### src/rtl/sgw_pkg.sv
package sgw_pkg;
  localparam int WORD_W      = 32;
  localparam int SEG_LEN_W   = 28;
  localparam int FINAL_BIT   = 31;
  localparam int DESC_BYTES  = 8;
  localparam int ADDR_OFS    = 4;

  typedef enum logic [1:0] {W_IDLE, W_FETCH, W_EMIT, W_DONE} walk_st_e;
  typedef enum logic [1:0] {F_IDLE, F_LEN, F_ADDR} fetch_st_e;

  function automatic logic [SEG_LEN_W-1:0] seg_len_of(input logic [WORD_W-1:0] w);
    return w[SEG_LEN_W-1:0];
  endfunction

  function automatic logic is_final(input logic [WORD_W-1:0] w);
    return w[FINAL_BIT];
  endfunction

  function automatic logic [WORD_W-1:0] seg_addr_of(input logic [WORD_W-1:0] w);
    return {1'b0, w[WORD_W-2:0]};
  endfunction

  function automatic logic [WORD_W-1:0] desc_base(input logic [WORD_W-1:0] base,
                                                  input logic [WORD_W-1:0] idx);
    return base + idx * WORD_W'(DESC_BYTES);
  endfunction
endpackage

### src/rtl/sgw_desc_fetch.sv
module sgw_desc_fetch
  import sgw_pkg::*;
(
  input  logic              clk,
  input  logic              rst_n,
  input  logic              go_i,
  input  logic [WORD_W-1:0] base_i,
  input  logic [WORD_W-1:0] idx_i,
  output logic              rd_req_o,
  output logic [WORD_W-1:0] rd_addr_o,
  input  logic              rd_ack_i,
  input  logic [WORD_W-1:0] rd_data_i,
  output logic              desc_vld_o,
  output logic [WORD_W-1:0] len_word_o,
  output logic [WORD_W-1:0] addr_word_o
);
  fetch_st_e st_q;

  always_ff @(posedge clk) begin
    if (!rst_n) begin
      st_q        <= F_IDLE;
      rd_addr_o   <= '0;
      desc_vld_o  <= 1'b0;
      len_word_o  <= '0;
      addr_word_o <= '0;
    end else begin
      desc_vld_o <= 1'b0;
      case (st_q)
        F_IDLE: if (go_i) begin
          rd_addr_o <= desc_base(base_i, idx_i);
          st_q      <= F_LEN;
        end
        F_LEN: if (rd_ack_i) begin
          len_word_o <= rd_data_i;
          rd_addr_o  <= rd_addr_o + WORD_W'(ADDR_OFS);
          st_q       <= F_ADDR;
        end
        F_ADDR: if (rd_ack_i) begin
          addr_word_o <= rd_data_i;
          desc_vld_o  <= 1'b1;
          st_q        <= F_IDLE;
        end
        default: st_q <= F_IDLE;
      endcase
    end
  end

  assign rd_req_o = (st_q != F_IDLE);


  addr_step_chk: assert property (@(posedge clk) disable iff (!rst_n)
    (st_q == F_LEN && rd_ack_i) |=> (rd_req_o && rd_addr_o == $past(rd_addr_o) + 32'd4));
endmodule

### src/rtl/sgw_seg_reg.sv
module sgw_seg_reg
  import sgw_pkg::*;
(
  input  logic                 clk,
  input  logic                 rst_n,
  input  logic                 load_i,
  input  logic [WORD_W-1:0]    addr_i,
  input  logic [SEG_LEN_W-1:0] len_i,
  input  logic                 last_i,
  input  logic                 ready_i,
  output logic                 valid_o,
  output logic [WORD_W-1:0]    addr_o,
  output logic [SEG_LEN_W-1:0] len_o,
  output logic                 last_o,
  output logic                 accept_o
);
  assign accept_o = valid_o && ready_i;

  always_ff @(posedge clk) begin
    if (!rst_n) begin
      valid_o <= 1'b0;
      addr_o  <= '0;
      len_o   <= '0;
      last_o  <= 1'b0;
    end else if (load_i) begin
      valid_o <= 1'b1;
      addr_o  <= addr_i;
      len_o   <= len_i;
      last_o  <= last_i;
    end else if (accept_o) begin
      valid_o <= 1'b0;
    end
  end


  hold_offer_chk: assert property (@(posedge clk) disable iff (!rst_n)
    (valid_o && !ready_i) |=> (valid_o && $stable(addr_o) && $stable(len_o) && $stable(last_o)));
endmodule

### src/rtl/sg_walker.sv
module sg_walker
  import sgw_pkg::*;
#(
  parameter int MAX_DESC = 256,
  localparam int IDX_W   = $clog2(MAX_DESC),
  localparam int CNT_W   = $clog2(MAX_DESC + 1)
) (
  input  logic                 clk,
  input  logic                 rst_n,
  input  logic                 start_i,
  input  logic                 sg_mode_i,
  input  logic [WORD_W-1:0]    base_addr_i,
  input  logic [SEG_LEN_W-1:0] direct_len_i,
  output logic                 rd_req_o,
  output logic [WORD_W-1:0]    rd_addr_o,
  input  logic                 rd_ack_i,
  input  logic [WORD_W-1:0]    rd_data_i,
  output logic                 seg_valid_o,
  input  logic                 seg_ready_i,
  output logic [WORD_W-1:0]    seg_addr_o,
  output logic [SEG_LEN_W-1:0] seg_len_o,
  output logic                 seg_last_o,
  output logic                 busy_o,
  output logic                 done_o,
  output logic [CNT_W-1:0]     seg_count_o,
  output logic                 err_o
);
  walk_st_e             st_q;
  logic                 sg_q;
  logic [IDX_W-1:0]     idx_q;
  logic [WORD_W-1:0]    base_q;
  logic                 fetch_go_q;
  logic                 desc_vld;
  logic [WORD_W-1:0]    len_word, addr_word;
  logic                 seg_load, seg_accept;
  logic [WORD_W-1:0]    nxt_addr;
  logic [SEG_LEN_W-1:0] nxt_len;
  logic                 nxt_last;
  logic                 start_take;
  logic                 at_cap;

  assign start_take = (st_q == W_IDLE) && start_i;
  assign at_cap     = (idx_q == IDX_W'(MAX_DESC - 1));

  sgw_desc_fetch u_fetch (
    .clk, .rst_n,
    .go_i       (fetch_go_q),
    .base_i     (base_q),
    .idx_i      (WORD_W'(idx_q)),
    .rd_req_o, .rd_addr_o, .rd_ack_i, .rd_data_i,
    .desc_vld_o (desc_vld),
    .len_word_o (len_word),
    .addr_word_o(addr_word)
  );

  always_comb begin
    if (desc_vld) begin
      nxt_addr = seg_addr_of(addr_word);
      nxt_len  = seg_len_of(len_word);
      nxt_last = is_final(len_word) || at_cap;
    end else begin
      nxt_addr = base_addr_i;
      nxt_len  = direct_len_i;
      nxt_last = 1'b1;
    end
    seg_load = desc_vld || (start_take && !sg_mode_i);
  end

  sgw_seg_reg u_seg (
    .clk, .rst_n,
    .load_i  (seg_load),
    .addr_i  (nxt_addr),
    .len_i   (nxt_len),
    .last_i  (nxt_last),
    .ready_i (seg_ready_i),
    .valid_o (seg_valid_o),
    .addr_o  (seg_addr_o),
    .len_o   (seg_len_o),
    .last_o  (seg_last_o),
    .accept_o(seg_accept)
  );

  always_ff @(posedge clk) begin
    if (!rst_n) begin
      st_q        <= W_IDLE;
      sg_q        <= 1'b0;
      idx_q       <= '0;
      base_q      <= '0;
      fetch_go_q  <= 1'b0;
      seg_count_o <= '0;
      err_o       <= 1'b0;
    end else begin
      fetch_go_q <= 1'b0;
      case (st_q)
        W_IDLE: if (start_i) begin
          sg_q        <= sg_mode_i;
          base_q      <= base_addr_i;
          idx_q       <= '0;
          seg_count_o <= '0;
          err_o       <= 1'b0;
          fetch_go_q  <= sg_mode_i;
          st_q        <= sg_mode_i ? W_FETCH : W_EMIT;
        end
        W_FETCH: if (desc_vld) begin
          err_o <= at_cap && !is_final(len_word);
          st_q  <= W_EMIT;
        end
        W_EMIT: if (seg_accept) begin
          seg_count_o <= seg_count_o + 1'b1;
          if (seg_last_o) begin
            st_q <= W_DONE;
          end else begin
            idx_q      <= idx_q + 1'b1;
            fetch_go_q <= 1'b1;
            st_q       <= W_FETCH;
          end
        end
        default: st_q <= W_IDLE;
      endcase
    end
  end

  assign busy_o = (st_q == W_FETCH) || (st_q == W_EMIT);
  assign done_o = (st_q == W_DONE);


  no_fetch_while_offer_chk: assert property (@(posedge clk) disable iff (!rst_n)
    seg_valid_o |-> !rd_req_o);

  direct_no_read_chk: assert property (@(posedge clk) disable iff (!rst_n)
    (busy_o && !sg_q) |-> !rd_req_o);

  last_ends_chk: assert property (@(posedge clk) disable iff (!rst_n)
    (seg_valid_o && seg_ready_i && seg_last_o) |=> done_o);

  done_pulse_chk: assert property (@(posedge clk) disable iff (!rst_n)
    done_o |=> !done_o);

  err_hold_chk: assert property (@(posedge clk) disable iff (!rst_n)
    (!busy_o && !start_i) |=> $stable(err_o) && $stable(seg_count_o));

  count_cap_chk: assert property (@(posedge clk) disable iff (!rst_n)
    seg_count_o <= CNT_W'(MAX_DESC));
endmodule

### config.mk
export PLATFORM = sky130hd
export DESIGN_NAME = sg_walker
export DESIGN_NICKNAME = d
export VERILOG_FILES = /design/src/rtl/sgw_pkg.sv /design/src/rtl/sgw_desc_fetch.sv /design/src/rtl/sgw_seg_reg.sv /design/src/rtl/sg_walker.sv
export SDC_FILE = /design/constraint.sdc
export NUM_CORES = 1
export LEC_CHECK = 0
export BUFFER_PORTS_ARGS = -buffer_cell sky130_fd_sc_hd__buf_2
export CAP_MARGIN = 20
export CELL_PAD_IN_SITES_DETAIL_PLACEMENT = 1
export CELL_PAD_IN_SITES_GLOBAL_PLACEMENT = 1
export CORE_MARGIN = 2
export CORE_UTILIZATION = 35
export CTS_BUF_LIST = sky130_fd_sc_hd__clkbuf_4
export DETAILED_ROUTE_END_ITERATION = 16
export PLACE_DENSITY_LB_ADDON = 0.1
export SETUP_SLACK_MARGIN = 0.15
export SYNTH_ARGS = -nofsm -noshare
export SYNTH_HDL_FRONTEND = slang
export SYNTH_SLANG_ARGS = --single-unit
### constraint.sdc
create_clock -name clk -period 3.05 [get_ports clk]
set_input_delay 0.305 -clock clk [delete_from_list [all_inputs] [get_ports clk]]
set_output_delay 0.305 -clock clk [all_outputs]
set_load 0.02 [all_outputs]
==> metrics.txt <==
status=finished clean; Worst Hold Margin=0.07783 ns; routability cong.=0.8306; final worst-path cycle share=85.80%; Syn Inst Count=1181; chip width=170.0 um; syn_area_per_cell=8.170 um2; Min-Delay Path Depth=4; Non-Filler Instances=1865; r2r setup slk=0.43 ns; Crit Path Max Fanout=9; Comb power frac=27.3%; I/O pin cnt=205; Netlist cell types=66; top cell type's share of synthesized area=43.57%; final net count=1594; Max-Cap Viols=0; global-route wire length before repair=52.90 mm; internal power=5.282 mW; cell taking the most area after synthesis=dfxtp_1; Setup Crit Path Kind=reg -> reg; CTS H-tree depth=2; register bit total from synthesis=210; Rows=60; layout cells sized above 1=22.21%; Leak Pwr=4.957 nW; final slew viol count=0; final setup vio count=0; Die Y=170.0 um; First DRT Iteration DRCs=496; worst path arrival time=3.21 ns; Layout Cell Area excl Fill=12640 um2; dpl hpwl=22.14 mm; Worst setup EP type=register; clock-pin slew on the worst setup and hold paths=0.07 ns; ys async rst share=0%; Setup Skew=0.05395 ns; Area Growth Syn to Fin=30.98%; sequential power share=40.9%; slew margin rel.=32.57%; remaining global-route overflow=0; Net Sw Power=2.977 mW; RSZ-0062 raised after global routing=no; Hold WC Path Type=in -> reg; peak supply drop=0.3145 mV; maximum buffer depth of the clock tree=3; sequential fraction of the synthesis area=43.57%; placed cell areas=10940 um2; final hold vios=0; minimum clock period=2.617 ns; critical path required time=3.65 ns; vias in the first global route=9868; Die Area=28910 um2; drt first pass iters=6; PwrDens=653.5 nW/um2; post-route ant nets=0; Initial Util=35.70%; DR vias=9631; WL final=33.30 mm; Clock Sinks=210; ys flop type=dfxtp_1; EDFF count, synth=0; synth cell count leaders=234 x nand2_1, 210 x dfxtp_1, 131 x a21oi_1; Worst-Margin Slew=1.011 ns; drt wl/cell=17.86 um; post-route DRC violation count=0; Core Box Area=27030 um2; drt via density=5.164; TNS Setup=0 ns; ranking of synthesized cells by area=dfxtp_1 44%, nand2_1 9.1%, a21oi_1 6.8%; startpoint types=register; largest net degree at the start of global routing=120; CTS buffer count=59; initial antenna violation count=2; port bufs=204; gr usage total=22.82%; fmax=382.2 MHz; clock power share=31.8%; CTS tree=done; postcts setup bufs=0; synth warn=0; R2R cell count=9; syn_nets=1296; cell area after synthesis=9649 um2; cell count after placement=1665; most common cell in the netlist=nand2_1; Clock Root Buffer=clkbuf_4; sw frac=36.05%; clk_lat worst skew=0.70 ns
## power groups by stage
| stage | Combinational [mW] | Clock [mW] | Sequential [mW] |
|---|---|---|---|
| after global routing | 2.48 | 2.88 | 3.43 |
| after global placement | 2.10 | 0 | 3.42 |
| after CTS | 2.25 | 2.73 | 3.38 |
| after floorplan | 1.22 | 0 | 3.61 |
| final | 2.25 | 2.63 | 3.38 |
| after detailed placement | 2.14 | 0 | 3.43 |
## placed cells by master (no fill, tap or decap), drive strengths merged, types with 4 or more instances in the layout
cell type,instances
clkbuf,95
and4,4
o2111ai,5
nor2,119
a21o,5
nor4,9
o21a,5
nor3,11
xor2,20
o22ai,8
ha,16
a21oi,131
dlygate4sd3,94
xnor2,14
a211oi,69
nor2b,6
buf,223
nand3,33
and3,10
inv,15
o21ai,33
nand2,234
nand2b,6
o211ai,4
clkinv,8
nand4,16
dfxtp,210
mux2i,63
or3,4
a31oi,16
## per-layer routing
layer | GRT usage, % | vias to the layer above | part of all wire (%)
met5 | 0 | - | 0.039
met4 | 6.503 | 2 | 2.0
met3 | 4.884 | 58 | 4.3
met2 | 37.59 | 194 | 46
met1 | 30.13 | 4592 | 47
li1 | - | 4785 | -
## repair_timing
| action | in CTS | in global routing |
|---|---|---|
| hold endpoints to repair | 154 | 0 |
| resized for setup | 0 | 0 |
| hold buffers | 94 | 0 |
## logic make-up after synthesis
kind of cell / Yosys count / synth area share (%)
buf+inv: 95 / 4.175
fa+ha+maj: 17 / 2.282
simple gates: 466 / 21.37
flops: 210 / 43.57
compound gates: 295 / 18.87
mux: 64 / 6.652
xor+xnor: 34 / 3.086
## area by class of cell
type                    instances  area (um2)
multi-input cells             876        5052
clock inverters                 9       42.54
repair buffers                317        2130
inverters                      15       61.31
flip-flops and latches        210        4208
fillers                      3372       14390
well taps                     341       426.7
clock buffers                  95       713.2
diodes                          2       5.005
## through the flow
stage / setup slack (ns) / utilization [%] / total power, mW
floorplan: 0.7765 / - / 4.825
global placement: 0.5019 / 40.47 / 5.526
detailed placement: 0.3867 / 40.47 / 5.574
CTS: 0.3937 / 46.75 / 8.347
global route: 0.2468 / 46.75 / 8.785
finish: 0.4333 / 46.76 / 8.260
## worst paths after layout
check	from	end
min reg2reg	u_fetch.rd_addr_o[1]	u_fetch.rd_addr_o[1]
min	rd_ack_i	u_fetch.st_q[1]
max reg2reg	idx_q[0]	u_fetch.rd_addr_o[31]
max	idx_q[0]	u_fetch.rd_addr_o[31]
## registers in the layout, indices dropped and copies added (netlist names), 2 cells and up
register / count
u_fetch.st_q: 2
u_seg.addr_o: 32
seg_count_o: 9
st_q: 2
base_q: 32
idx_q: 8
u_fetch.rd_addr_o: 32
u_fetch.len_word_o: 29
u_seg.len_o: 28
u_fetch.addr_word_o: 31
## worst max-delay path, cell delays in order (launching register included)
cell	delay (ns)
dfxtp_1	0.40
ha_1	0.21
inv_1	0.06
fa_1	0.37
and2b_1	0.24
o2111ai_1	0.18
a31oi_2	0.49
nand3_1	0.17
xor2_1	0.18
a211oi_1	0.24
(Power assumes the default switching activity.)
